==> src/rtl/gray_hit_capture.sv <==
module gray_hit_capture #(
  parameter int NPIX = 4,
  parameter int TW   = 7,
  parameter int OVW  = 8
) (
  input  logic              clk,
  input  logic              rst_n,
  input  logic [NPIX-1:0]   disc_i,
  input  logic [NPIX-1:0]   clr_i,
  output logic [TW-1:0]     time_gray_o,
  output logic [NPIX-1:0]   hit_o,
  output logic [NPIX*TW-1:0] lead_o,
  output logic [NPIX*TW-1:0] tot_o,
  output logic [OVW-1:0]    ovf_o
);
  localparam int SW = OVW + $clog2(NPIX + 1);
  localparam logic [OVW-1:0] OMAX = '1;

  typedef enum logic [1:0] {P_IDLE, P_ARM, P_TAG} pst_t;

  function automatic logic [TW-1:0] g2b(input logic [TW-1:0] g);
    logic [TW-1:0] b;
    b[TW-1] = g[TW-1];
    for (int k = TW - 2; k >= 0; k--) b[k] = b[k+1] ^ g[k];
    return b;
  endfunction

  logic [TW-1:0]   cnt;
  logic [NPIX-1:0] s1, s2, s3, ign;
  logic [OVW-1:0]  ovf_q;
  logic [SW-1:0]   osum;
  logic            run_q;

  assign time_gray_o = cnt ^ (cnt >> 1);
  assign ovf_o = ovf_q;

  always_ff @(posedge clk) begin
    if (!rst_n) begin
      cnt <= '0; s1 <= '0; s2 <= '0; s3 <= '0; run_q <= 1'b0; ovf_q <= '0;
    end else begin
      cnt <= cnt + 1'b1;
      s1 <= disc_i; s2 <= s1; s3 <= s2;
      run_q <= 1'b1;
      ovf_q <= (osum > SW'(OMAX)) ? OMAX : osum[OVW-1:0];
    end
  end

  always_comb begin
    osum = SW'(ovf_q);
    for (int k = 0; k < NPIX; k++) osum = osum + SW'(ign[k]);
  end

  for (genvar i = 0; i < NPIX; i++) begin : g_pix
    pst_t st;
    logic [TW-1:0] ld_g, tr_g;
    logic rise, fall;
    assign rise = s2[i] & ~s3[i];
    assign fall = ~s2[i] & s3[i];

    always_ff @(posedge clk) begin
      if (!rst_n) begin
        st <= P_IDLE; ld_g <= '0; tr_g <= '0;
      end else begin
        case (st)
          P_IDLE: if (rise) begin ld_g <= time_gray_o; st <= P_ARM; end
          P_ARM:  if (fall) begin tr_g <= time_gray_o; st <= P_TAG; end
          P_TAG:  if (clr_i[i]) st <= P_IDLE;
          default: st <= P_IDLE;
        endcase
      end
    end

    assign ign[i] = (st == P_TAG) & rise & ~clr_i[i];
    assign hit_o[i] = (st == P_TAG);
    assign lead_o[i*TW +: TW] = g2b(ld_g);
    assign tot_o[i*TW +: TW]  = g2b(tr_g) - g2b(ld_g);

    p_hold_r7: assert property (@(posedge clk) disable iff (!rst_n)
      hit_o[i] && !clr_i[i] |=> hit_o[i] && $stable(lead_o[i*TW +: TW]) && $stable(tot_o[i*TW +: TW]));
    p_clear_r8: assert property (@(posedge clk) disable iff (!rst_n)
      hit_o[i] && clr_i[i] |=> !hit_o[i]);
  end

  p_one_bit_r2: assert property (@(posedge clk) disable iff (!rst_n)
    run_q |-> $countones(time_gray_o ^ $past(time_gray_o)) == 1);
  p_wrap_r3: assert property (@(posedge clk) disable iff (!rst_n)
    run_q && time_gray_o == '0 |-> $past(time_gray_o) == TW'(1 << (TW - 1)));
  p_ovf_mono_r9: assert property (@(posedge clk) disable iff (!rst_n)
    run_q |-> ovf_o >= $past(ovf_o));
  p_ovf_sat_r9: assert property (@(posedge clk) disable iff (!rst_n)
    ovf_o == OMAX |=> ovf_o == OMAX);
endmodule

==> config.mk <==
export PLATFORM = sky130hd
export DESIGN_NAME = gray_hit_capture
export DESIGN_NICKNAME = d
export VERILOG_FILES = /design/src/rtl/gray_hit_capture.sv
export SDC_FILE = /design/constraint.sdc
export NUM_CORES = 1
export LEC_CHECK = 0
export ABC_AREA = 1
export BUFFER_PORTS_ARGS = -buffer_cell sky130_fd_sc_hd__buf_2
export CORE_MARGIN = 2
export CORE_UTILIZATION = 24
export CTS_CLUSTER_DIAMETER = 150
export DETAILED_ROUTE_END_ITERATION = 10
export RECOVER_POWER = 100
export SYNTH_ARGS = -nofsm -noshare
export SYNTH_HDL_FRONTEND = slang
export SYNTH_SLANG_ARGS = --single-unit
==> constraint.sdc <==
create_clock -name clk -period 3.95 [get_ports clk]
set_input_delay 0.79 -clock clk [delete_from_list [all_inputs] [get_ports clk]]
set_output_delay 0.79 -clock clk [all_outputs]
set_load 0.05 [all_outputs]
==> out/metrics.yaml, run 1 <==
status:
  outcome: "finished, violations left"
  violations: "max-capacitance violations, max-slew violations"
grt:
  grt_remaining_overflow: 0
  grt_pass1_wl_mm: 21.0
  grt_start_max_net_pins: 49
  antenna_found_initial: 0
  grt_pass1_vias: 4332
  grt_usage_pct: 11.0
pwr:
  vdd_ir_drop_max_mv: 0.192
  p_leak_nw: 3.10
  pwr_density_cell_nw_per_um2: 478
synth:
  ys.flop_type: "dfxtp_1"
  ys_ff_latch: 91
  syn_avg_cell_area_sq_um: 7.26
  syn-num-nets: 800
  synth_area_sq_um: 5470
  synth_cell_types: 30
  yosys_warnings: 0
  yosysSeqAreaShare_pct: 33.3
  netlist_instances: 753
  async_flop_share_pct: 0
  synth_edf_count: 0
cells_and_area:
  fillers: 2462
  areaGrowthSynthToFinish_pct: 21.4
  multi_input_area_sq_um: 3180
  drive_gt1_share_pct: 19.2
  regArea_sq_um: 1840
  layout.nets: 885
  fin_util_pct: 29.5
  antenna_cells: 0
critical_path:
  critPathArrivalTime_ns: 2.95
  crit_required_ns: 3.16
  worst_path_max_delay_cell: "fa_2"
  crit_type: "reg2out"
  crit_top_cell: "nand2_4"
  cp_cell_sequence: "inv_1 > nand2_1 > nand2_4 > nand2_4 > nand2_4 > nand2_4 > nand2_4 > nand2_2 > nand2_4 > nand2_4 > nand2_4 > nand2_2 > nand2_2 > ha_1 > fa_2 > o21ai_2 > a21oi_1 > nor2_1 > nor2_2 > xor2_4 > buf_4"
  critPathMaxStageDelay_ns: 0.39
  cp.buffers_inverters: 2
  cp_max_fo: 4
  cp-start-kind: "flop"
  cp-end-kind: "output pin"
  critPathTopFamily: "simple AND/OR/NAND/NOR gates"
cts:
  insertion_delay_ns: 0.35
  cts_sinks: 91
  cts_max_path_buffers: 2
  clk_pin_slew_ns: 0.07
  clockRootBuffer: "clkbuf_16"
  cts_hold_buf: 0
  htreeDepth: 3
  cts_buffers: 9
  cts_tree: "yes"
routing:
  post-route-drc-count: 0
  wl_mm: 12.9
  via_count: 4786
  drtAntennaViolNets: 0
  drt_iter0_markers: 155
  wire_per_inst_microns: 11.5
  vias_per_cell: 4.24
  drtPass1Iterations: 5
floorplan:
  num_io_pins: 85
  die_x_microns: 155
  die_h_microns: 155
  design.die.area_sq_um: 24000
  rows: 55
  initial_utilization_pct: 24.3
  core_area_sq_um: 22500
timing:
  setup_viol: 0
  setup_ws_ns: 0.212
  fin_crit_sh_pct: 94.6
  hold_ws_ns: 0.411
  maxSlewViolCount: 49
  fmax_ghz: 0.268
  worst_slew_pin_slew_ns: 1.94
  layout_min_cycle_time_ns: 3.74
  finalHoldViolCount: 0
  final.setup_skew_ns: 0.00713
  relSlewSlack_pct: -29.3
run:
  cap_violations: 1
placement:
  io_buffers: 84
  gp_congestion: 0.747
  dp_hpwl_mm: 9.75
  dp_slack_ns: 0.239
hold_path:
  min_path_type: "reg2reg"
==> final timing paths <==
kind	startpoint	cells after the start	end	slack, ns
worst min-delay path	s1[0]$_SDFF_PN0_	2	s2[0]$_SDFF_PN0_	0.41
worst min register to register	s1[0]$_SDFF_PN0_	2	s2[0]$_SDFF_PN0_	0.41
worst max register to register	g_pix[2].st[1]$_SDFFE_PN0P_	15	ovf_o[5]$_SDFF_PN0_	0.82
worst max-delay path	g_pix[2].ld_g[5]$_SDFFE_PN0P_	21	tot_o[20]	0.21
==> logic make-up after synthesis <==
group	after synthesis	share of synthesized area (%)
compound gates	148	13.7
xor+xnor	32	5.12
fa+ha+maj	37	9.43
buf+inv	162	11.5
flops	91	33.3
simple gates	283	26.9
==> sequential cells by signal, summed over array words and instances (netlist names) <==
name        cells
s3              4
s1              4
ovf_o           8
cnt             7
g_pix.st        8
g_pix.tr_g     28
s2              4
g_pix.ld_g     28
==> through the flow <==
| step | TNS, ns | cell area [sq um] | instances | power, W |
|---|---|---|---|---|
| after CTS | 0 | 6570 | 1121 | 0.00321 |
| final | 0 | 6640 | 1128 | 0.00317 |
| after floorplan | -0.133 | 5550 | 753 | 0.00204 |
| after global placement | 0 | 6250 | 1105 | 0.00229 |
| after global routing | -0.0200 | 6640 | 1128 | 0.00335 |
| after detailed placement | 0 | 6250 | 1105 | 0.00230 |
==> metal layers <==
metal,track usage (%),part of all wire (%)
met2,18.4,46
met1,14.1,49
met3,2.79,4.3
met5,0,0
met4,2.78,1.1
==> synth_stat cells (4+ instances only) <==
cell type | count | area share (%)
nand3_1 | 39 | 3.6
clkbuf_1 | 12 | 0.82
buf_4 | 5 | 0.69
fa_1 | 7 | 2.6
inv_2 | 9 | 0.62
inv_1 | 132 | 9.1
nand3_2 | 9 | 1.6
ha_1 | 30 | 6.9
dfxtp_1 | 91 | 33
xor2_1 | 24 | 3.8
nand3b_1 | 4 | 0.55
nand2_2 | 37 | 4.2
xnor2_1 | 8 | 1.3
nor3_1 | 4 | 0.37
nand2_1 | 109 | 7.5
nor2_1 | 61 | 4.2
a21oi_1 | 75 | 6.9
o21ai_0 | 68 | 6.2
nand2_4 | 13 | 2.7
==> final cells by class <==
class,instances,share of cell area (%)
clock buffers,10,3.45
well taps,285,5.37
multi-input cells,500,47.8
flip-flops and latches,91,27.8
clock inverters,6,1.07
inverters,142,8.03
repair buffers,94,6.47
==> power breakdown <==
part / leakage (nW) / switching [W] / internal [W] / total, W
combinational: 2.21 / 0.00101 / 0.000320 / 0.00133
clock: 0.145 / 0.000386 / 0.000499 / 0.000885
sequential: 0.745 / 0.0000208 / 0.000943 / 0.000963
==> worst min-delay path, stage by stage (launching register included) <==
cell	delay, ns
dfxtp_1	0.30
nand2_1	0.04
inv_1	0.04
==> timing repair <==
action	in CTS	in global routing
setup buffers	0	7
pin swaps	1	7
setup endpoints to repair	4	10
resized for setup	11	35
==> placed cells by master (no fill, tap or decap), types with 5 or more instances in the layout <==
| master | netlist | final |
|---|---|---|
| inv_2 | 9 | 11 |
| inv_1 | 132 | 130 |
| buf_4 | 5 | 12 |
| nand2_2 | 37 | 37 |
| o21ai_0 | 68 | 63 |
| clkbuf_16 | 0 | 9 |
| nand3_2 | 9 | 16 |
| xor2_1 | 24 | 18 |
| clkbuf_2 | 0 | 9 |
| nand3_1 | 39 | 32 |
| a21oi_1 | 75 | 75 |
| clkbuf_1 | 12 | 63 |
| nand2_1 | 109 | 107 |
| xnor2_1 | 8 | 6 |
| nor2_1 | 61 | 59 |
| nand2_4 | 13 | 15 |
| dfxtp_1 | 91 | 80 |
| ha_1 | 30 | 30 |
| buf_2 | 1 | 10 |
| dfxtp_2 | 0 | 8 |
| xor2_2 | 0 | 5 |
Note: power is estimated with default switching activity, not from simulation.
==> run 2, diff against run 1 <==
--- a/config.mk
+++ b/config.mk
@@ -15,3 +15,4 @@
 export SYNTH_ARGS = -nofsm -noshare
 export SYNTH_HDL_FRONTEND = slang
 export SYNTH_SLANG_ARGS = --single-unit
+export TNS_END_PERCENT = 20
==> constraint.sdc (replaced) <==
create_clock -name clk -period 3 [get_ports clk]
set_input_delay 0.6 -clock clk [delete_from_list [all_inputs] [get_ports clk]]
set_output_delay 0.6 -clock clk [all_outputs]
set_load 0.05 [all_outputs]
==> run 2 against run 1 <==
The run ends with negative setup slack left. Core utilization grew 7.5 points. Critical path depth shrank 1. Sequential cell count is the same. Power grew 51%. Sequential share of layout area shrank 5.4 points. Register-to-register slack lost 0.74 ns. First-iteration DRC count shrank 5.8%. Critical path type unchanged. Critical endpoint is now tot_o[13]. Highest routed layer unchanged.
==> out/metrics.yaml, run 2 (synthesized netlist as in run 1, its figures left out) <==
cells_and_area:
  drive_gt1_share_pct: 41.3
  final_area_sq_um: 8330
  instances_no_fill: 1259
  layout_commonest_cell: "buf_4"
  multi_input_area_sq_um: 3720
  fin_util_pct: 37.0
  antenna_cells: 0
  regArea_sq_um: 1870
  areaGrowthSynthToFinish_pct: 52.3
  final_cell_mix: "141 x buf_4, 119 x inv_1, 74 x dfxtp_1"
  reg_top3: "g_pix.ld_g x28, g_pix.tr_g x28"
  layout.nets: 1016
  fillers: 2336
pwr:
  p_switching_w: 0.00205
  switching_share_pct: 43.0
  p_seq_share_pct: 26.5
  vdd_ir_drop_max_mv: 0.270
  p_leak_nw: 3.91
  pwr_density_cell_nw_per_um2: 574
  p_int_w: 0.00273
  power_w: 0.00478
  clockPowerShare_pct: 23.0
  combPwrFrac_pct: 50.4
routing:
  vias_per_cell: 4.23
  wl_mm: 14.2
  wire_per_inst_microns: 11.3
  drt_iter0_markers: 146
  post-route-drc-count: 0
  drtPass1Iterations: 5
  via_count: 5322
  drtAntennaViolNets: 0
cts:
  cts_hold_buf: 0
  clockRootBuffer: "clkbuf_16"
  cts_sinks: 91
  cts_buffers: 9
  cts_max_path_buffers: 2
  htreeDepth: 3
  cts_tree: "yes"
  clk_pin_slew_ns: 0.07
  insertion_delay_ns: 0.34
critical_path:
  cp_cell_sequence: "inv_4 > nand2_2 > nand3_2 > nand2_2 > nand2_4 > nand2_4 > nand2_2 > nand3_2 > nand2_2 > nand2_2 > nand2_2 > inv_2 > ha_4 > fa_2 > o21ai_4 > a21oi_2 > nor2_2 > nor2_4 > xor2_4 > buf_6"
  cp-end-kind: "output pin"
  cp.buffers_inverters: 3
  critPathMaxStageDelay_ns: 0.42
  cp_max_fo: 4
  crit_top_cell: "nand2_2"
  r2r_start: "g_pix[0].st[1]$_SDFFE_PN0P_"
  critPathArrivalTime_ns: 2.88
  cp-start-kind: "flop"
  crit_required_ns: 2.40
  crit_type: "reg2out"
  worst_path_max_delay_cell: "fa_2"
  critPathTopFamily: "simple AND/OR/NAND/NOR gates"
  startpoint: "g_pix[1].ld_g[6]$_SDFFE_PN0P_"
grt:
  grt_pass1_vias: 4958
  grt_pass1_wl_mm: 23.2
  grt_start_max_net_pins: 73
  grt_remaining_overflow: 0
  grt_usage_pct: 11.9
  antenna_found_initial: 0
timing:
  setup_viol: 24
  maxSlewViolCount: 0
  tns_ns: -6.41
  fmax_ghz: 0.287
  setup_ws_ns: -0.481
  final.setup_skew_ns: 0.00685
  fin_crit_sh_pct: 116
  rsz0062_at_grt: "yes"
  worst_slew_pin_slew_ns: 1.32
  finalHoldViolCount: 0
  relSlewSlack_pct: 11.9
  layout_min_cycle_time_ns: 3.48
placement:
  dp_hpwl_mm: 10.3
  placed_area_sq_um: 7310
  dp_cells: 1220
  gp_congestion: 0.719
  io_buffers: 84
floorplan:
  die_x_microns: 155
  die_h_microns: 155
  core_area_sq_um: 22500
  num_io_pins: 85
  rows: 55
  design.die.area_sq_um: 24000
  initial_utilization_pct: 24.3
status:
  outcome: "finished, violations left"
  violations: "negative setup slack"
hold_path:
  min_from: "s1[2]$_SDFF_PN0_"
  min_path_type: "reg2reg"
run:
  cap_violations: 0
==> run 2: final cells by class <==
type | instances | area share, %
sequential | 91 | 22.4
tap | 285 | 4.28
inverter | 142 | 6.55
timing repair buffer | 225 | 18.7
multi-input combinational | 500 | 44.6
clock buffer | 9 | 2.70
clock inverter | 7 | 0.721
==> run 2: what timing repair did <==
action                     4_1_cts  5_1_grt
pin swaps                        9       49
resized for setup               87      108
buffers inserted                10       13
setup endpoints to repair       26       33
==> run 2: per-stage QoR <==
step | worst slack [ns] | hold WS [ns]
after floorplan | -0.534 | 0.390
after global placement | -0.319 | 0.402
after detailed placement | -0.376 | 0.400
after CTS | -0.506 | 0.417
after global routing | -0.691 | 0.429
final | -0.481 | 0.413
==> run 2: path summary, 6_finish.rpt <==
check	endpoint	slack, ns	cells after the start
max	tot_o[13]	-0.48	20
min reg2reg	s2[2]$_SDFF_PN0_	0.41	2
min	s2[2]$_SDFF_PN0_	0.41	2
max reg2reg	ovf_o[5]$_SDFF_PN0_	0.08	15
==> run 2: power by group through the flow <==
stage                     Combinational (W)  Sequential, W  Clock [W]
after detailed placement            0.00205        0.00130          0
final                               0.00241        0.00127    0.00110
after global routing                0.00258        0.00127    0.00119
after floorplan                     0.00148        0.00129          0
after CTS                           0.00230        0.00127    0.00115
after global placement              0.00204        0.00130          0
==> run 2: per-layer routing <==
layer	global-route usage, %	up-vias	wire length [microns]
met4	3.04	0	194
met3	2.92	15	578
li1	-	2795	-
met5	0	-	0
met1	14.5	2436	6260
met2	21.0	76	7200
==> run 2: tightest hold or removal path, delay by kind of cell, from the launching register on <==
kind	cells	cell delay, ns
buffers and inverters	1	0.03
and+or+nand+nor	1	0.05
DFF	1	0.30
==> run 3, diff against run 2 <==
--- a/config.mk
+++ b/config.mk
@@ -11,7 +11,7 @@
 export CORE_UTILIZATION = 24
 export CTS_CLUSTER_DIAMETER = 150
 export DETAILED_ROUTE_END_ITERATION = 10
-export RECOVER_POWER = 100
+export RECOVER_POWER = 25
 export SYNTH_ARGS = -nofsm -noshare
 export SYNTH_HDL_FRONTEND = slang
 export SYNTH_SLANG_ARGS = --single-unit
==> run 3 against run 2 <==
Final area rose by 0.71%. The flow still finishes with violations (negative setup slack). Non-clock buffer count is the same. Via count is essentially flat. Critical path depth is the same.
==> out/metrics.yaml, run 3 (synthesized netlist as in run 1, its figures left out) <==
floorplan:
  die_h_microns: 155
  core_area_sq_um: 22500
  design.die.area_sq_um: 24000
  rows: 55
  num_io_pins: 85
  initial_utilization_pct: 24.3
  die_x_microns: 155
cells_and_area:
  reg_top3: "g_pix.ld_g x28, g_pix.tr_g x28"
  final_cell_mix: "141 x buf_4, 119 x inv_1, 74 x dfxtp_1"
  instances_no_fill: 1259
  fillers: 2323
  areaGrowthSynthToFinish_pct: 53.3
  layout.nets: 1016
  layout_commonest_cell: "buf_4"
  drive_gt1_share_pct: 45.8
  antenna_cells: 0
timing:
  tns_ns: -6.43
  finalHoldViolCount: 0
  maxSlewViolCount: 0
  relSlewSlack_pct: 12.1
  final.setup_skew_ns: 0.00688
  layout_min_cycle_time_ns: 3.48
  fin_crit_sh_pct: 116
  setup_viol: 24
  fmax_ghz: 0.287
  hold_ws_ns: 0.413
  setup_ws_ns: -0.481
  worst_slew_pin_slew_ns: 1.32
  rsz0062_at_grt: "yes"
placement:
  dp_cells: 1220
  dp_hpwl_mm: 10.3
  gp_congestion: 0.719
  io_buffers: 84
  dp_slack_ns: -0.376
critical_path:
  cp-start-kind: "flop"
  critPathTopFamily: "simple AND/OR/NAND/NOR gates"
  critPathArrivalTime_ns: 2.88
  cp.buffers_inverters: 3
  cp_max_fo: 4
  worst_path_max_delay_cell: "fa_2"
  crit_required_ns: 2.40
  cp-end-kind: "output pin"
  crit_top_cell: "nand2_2"
  critPathMaxStageDelay_ns: 0.42
  crit_type: "reg2out"
  cp_cell_sequence: "inv_4 > nand2_2 > nand3_2 > nand2_2 > nand2_4 > nand2_4 > nand2_2 > nand3_2 > nand2_2 > nand2_2 > nand2_2 > inv_2 > ha_4 > fa_2 > o21ai_4 > a21oi_2 > nor2_2 > nor2_4 > xor2_4 > buf_6"
  rrSetupSlack_ns: 0.17
grt:
  antenna_found_initial: 0
  grt_remaining_overflow: 0
  grt_pass1_wl_mm: 23.2
  grt_usage_pct: 11.9
  grt_start_max_net_pins: 73
  grt_pass1_vias: 4958
routing:
  wl_mm: 14.3
  post-route-drc-count: 0
  vias_per_cell: 4.23
  drt_iter0_markers: 136
  drtPass1Iterations: 5
  wire_per_inst_microns: 11.3
  via_count: 5327
  drtAntennaViolNets: 0
cts:
  cts_sinks: 91
  cts_tree: "yes"
  cts_max_path_buffers: 2
  clockRootBuffer: "clkbuf_16"
  insertion_delay_ns: 0.34
  htreeDepth: 3
  cts_hold_buf: 0
  clk_pin_slew_ns: 0.07
  cts_buffers: 9
status:
  violations: "negative setup slack"
  outcome: "finished, violations left"
hold_path:
  min_path_type: "reg2reg"
pwr:
  p_leak_nw: 4.09
  vdd_ir_drop_max_mv: 0.270
  power_w: 0.00479
  pwr_density_cell_nw_per_um2: 572
run:
  cap_violations: 0
[run 3: cell types whose count changed in the layout (fill, tap and decap cells not counted), sizes merged]
cell    change
clkbuf     -51
buf        +51
[run 3: repair_timing]
| item | CTS | global route |
|---|---|---|
| setup buffers | 10 | 13 |
| gates resized for setup | 87 | 108 |
| endpoints found under the hold margin | 0 | 0 |
| endpoints found under the setup margin | 26 | 33 |
| pin swaps | 9 | 49 |
[run 3: layer usage]
metal / GRT usage [%] / wire length, microns / up-vias
met5: 0 / 0 / -
met4: 3.04 / 194 / 0
met3: 2.92 / 581 / 15
met2: 21.0 / 7150 / 76
met1: 14.5 / 6330 / 2442
li1: - / - / 2794
[run 3: final timing paths]
path | startpoint | to | cells after the start
max | g_pix[1].ld_g[6]$_SDFFE_PN0P_ | tot_o[13] | 20
min reg2reg | s1[2]$_SDFF_PN0_ | s2[2]$_SDFF_PN0_ | 2
max reg2reg | g_pix[0].st[1]$_SDFFE_PN0P_ | ovf_o[5]$_SDFF_PN0_ | 15
min | s1[2]$_SDFF_PN0_ | s2[2]$_SDFF_PN0_ | 2
[run 3: worst register-to-register path, delay by kind of cell, from the launching register on]
kind | cells | cell delay [ns]
buffers and inverters | 3 | 0.27
AOI/OAI and AO/OA | 1 | 0.07
DFF | 1 | 0.36
and+or+nand+nor | 8 | 0.91
adders and majority gates | 3 | 1.17
[run 3: power breakdown]
| part | total, W | internal (W) | switching [W] |
|---|---|---|---|
| Combinational | 0.00242 | 0.000929 | 0.00150 |
| Clock | 0.00110 | 0.000576 | 0.000525 |
| Sequential | 0.00127 | 0.00124 | 0.0000304 |
[run 3: area by class of cell]
cell class | instances | area [sq um] | area share, %
multi-input cells | 500 | 3720 | 44.4
flip-flops and latches | 91 | 1870 | 22.2
repair buffers | 225 | 1610 | 19.2
inverters | 142 | 546 | 6.51
well taps | 285 | 357 | 4.25
clock buffers | 9 | 225 | 2.69
clock inverters | 7 | 60.1 | 0.716
[run 3: metrics by stage]
stage | util, % | instance area [sq um]
after global placement | 32.5 | 7310
after detailed placement | 32.5 | 7310
final | 37.3 | 8390
after CTS | 35.3 | 7940
after global routing | 37.3 | 8390
after floorplan | - | 5750
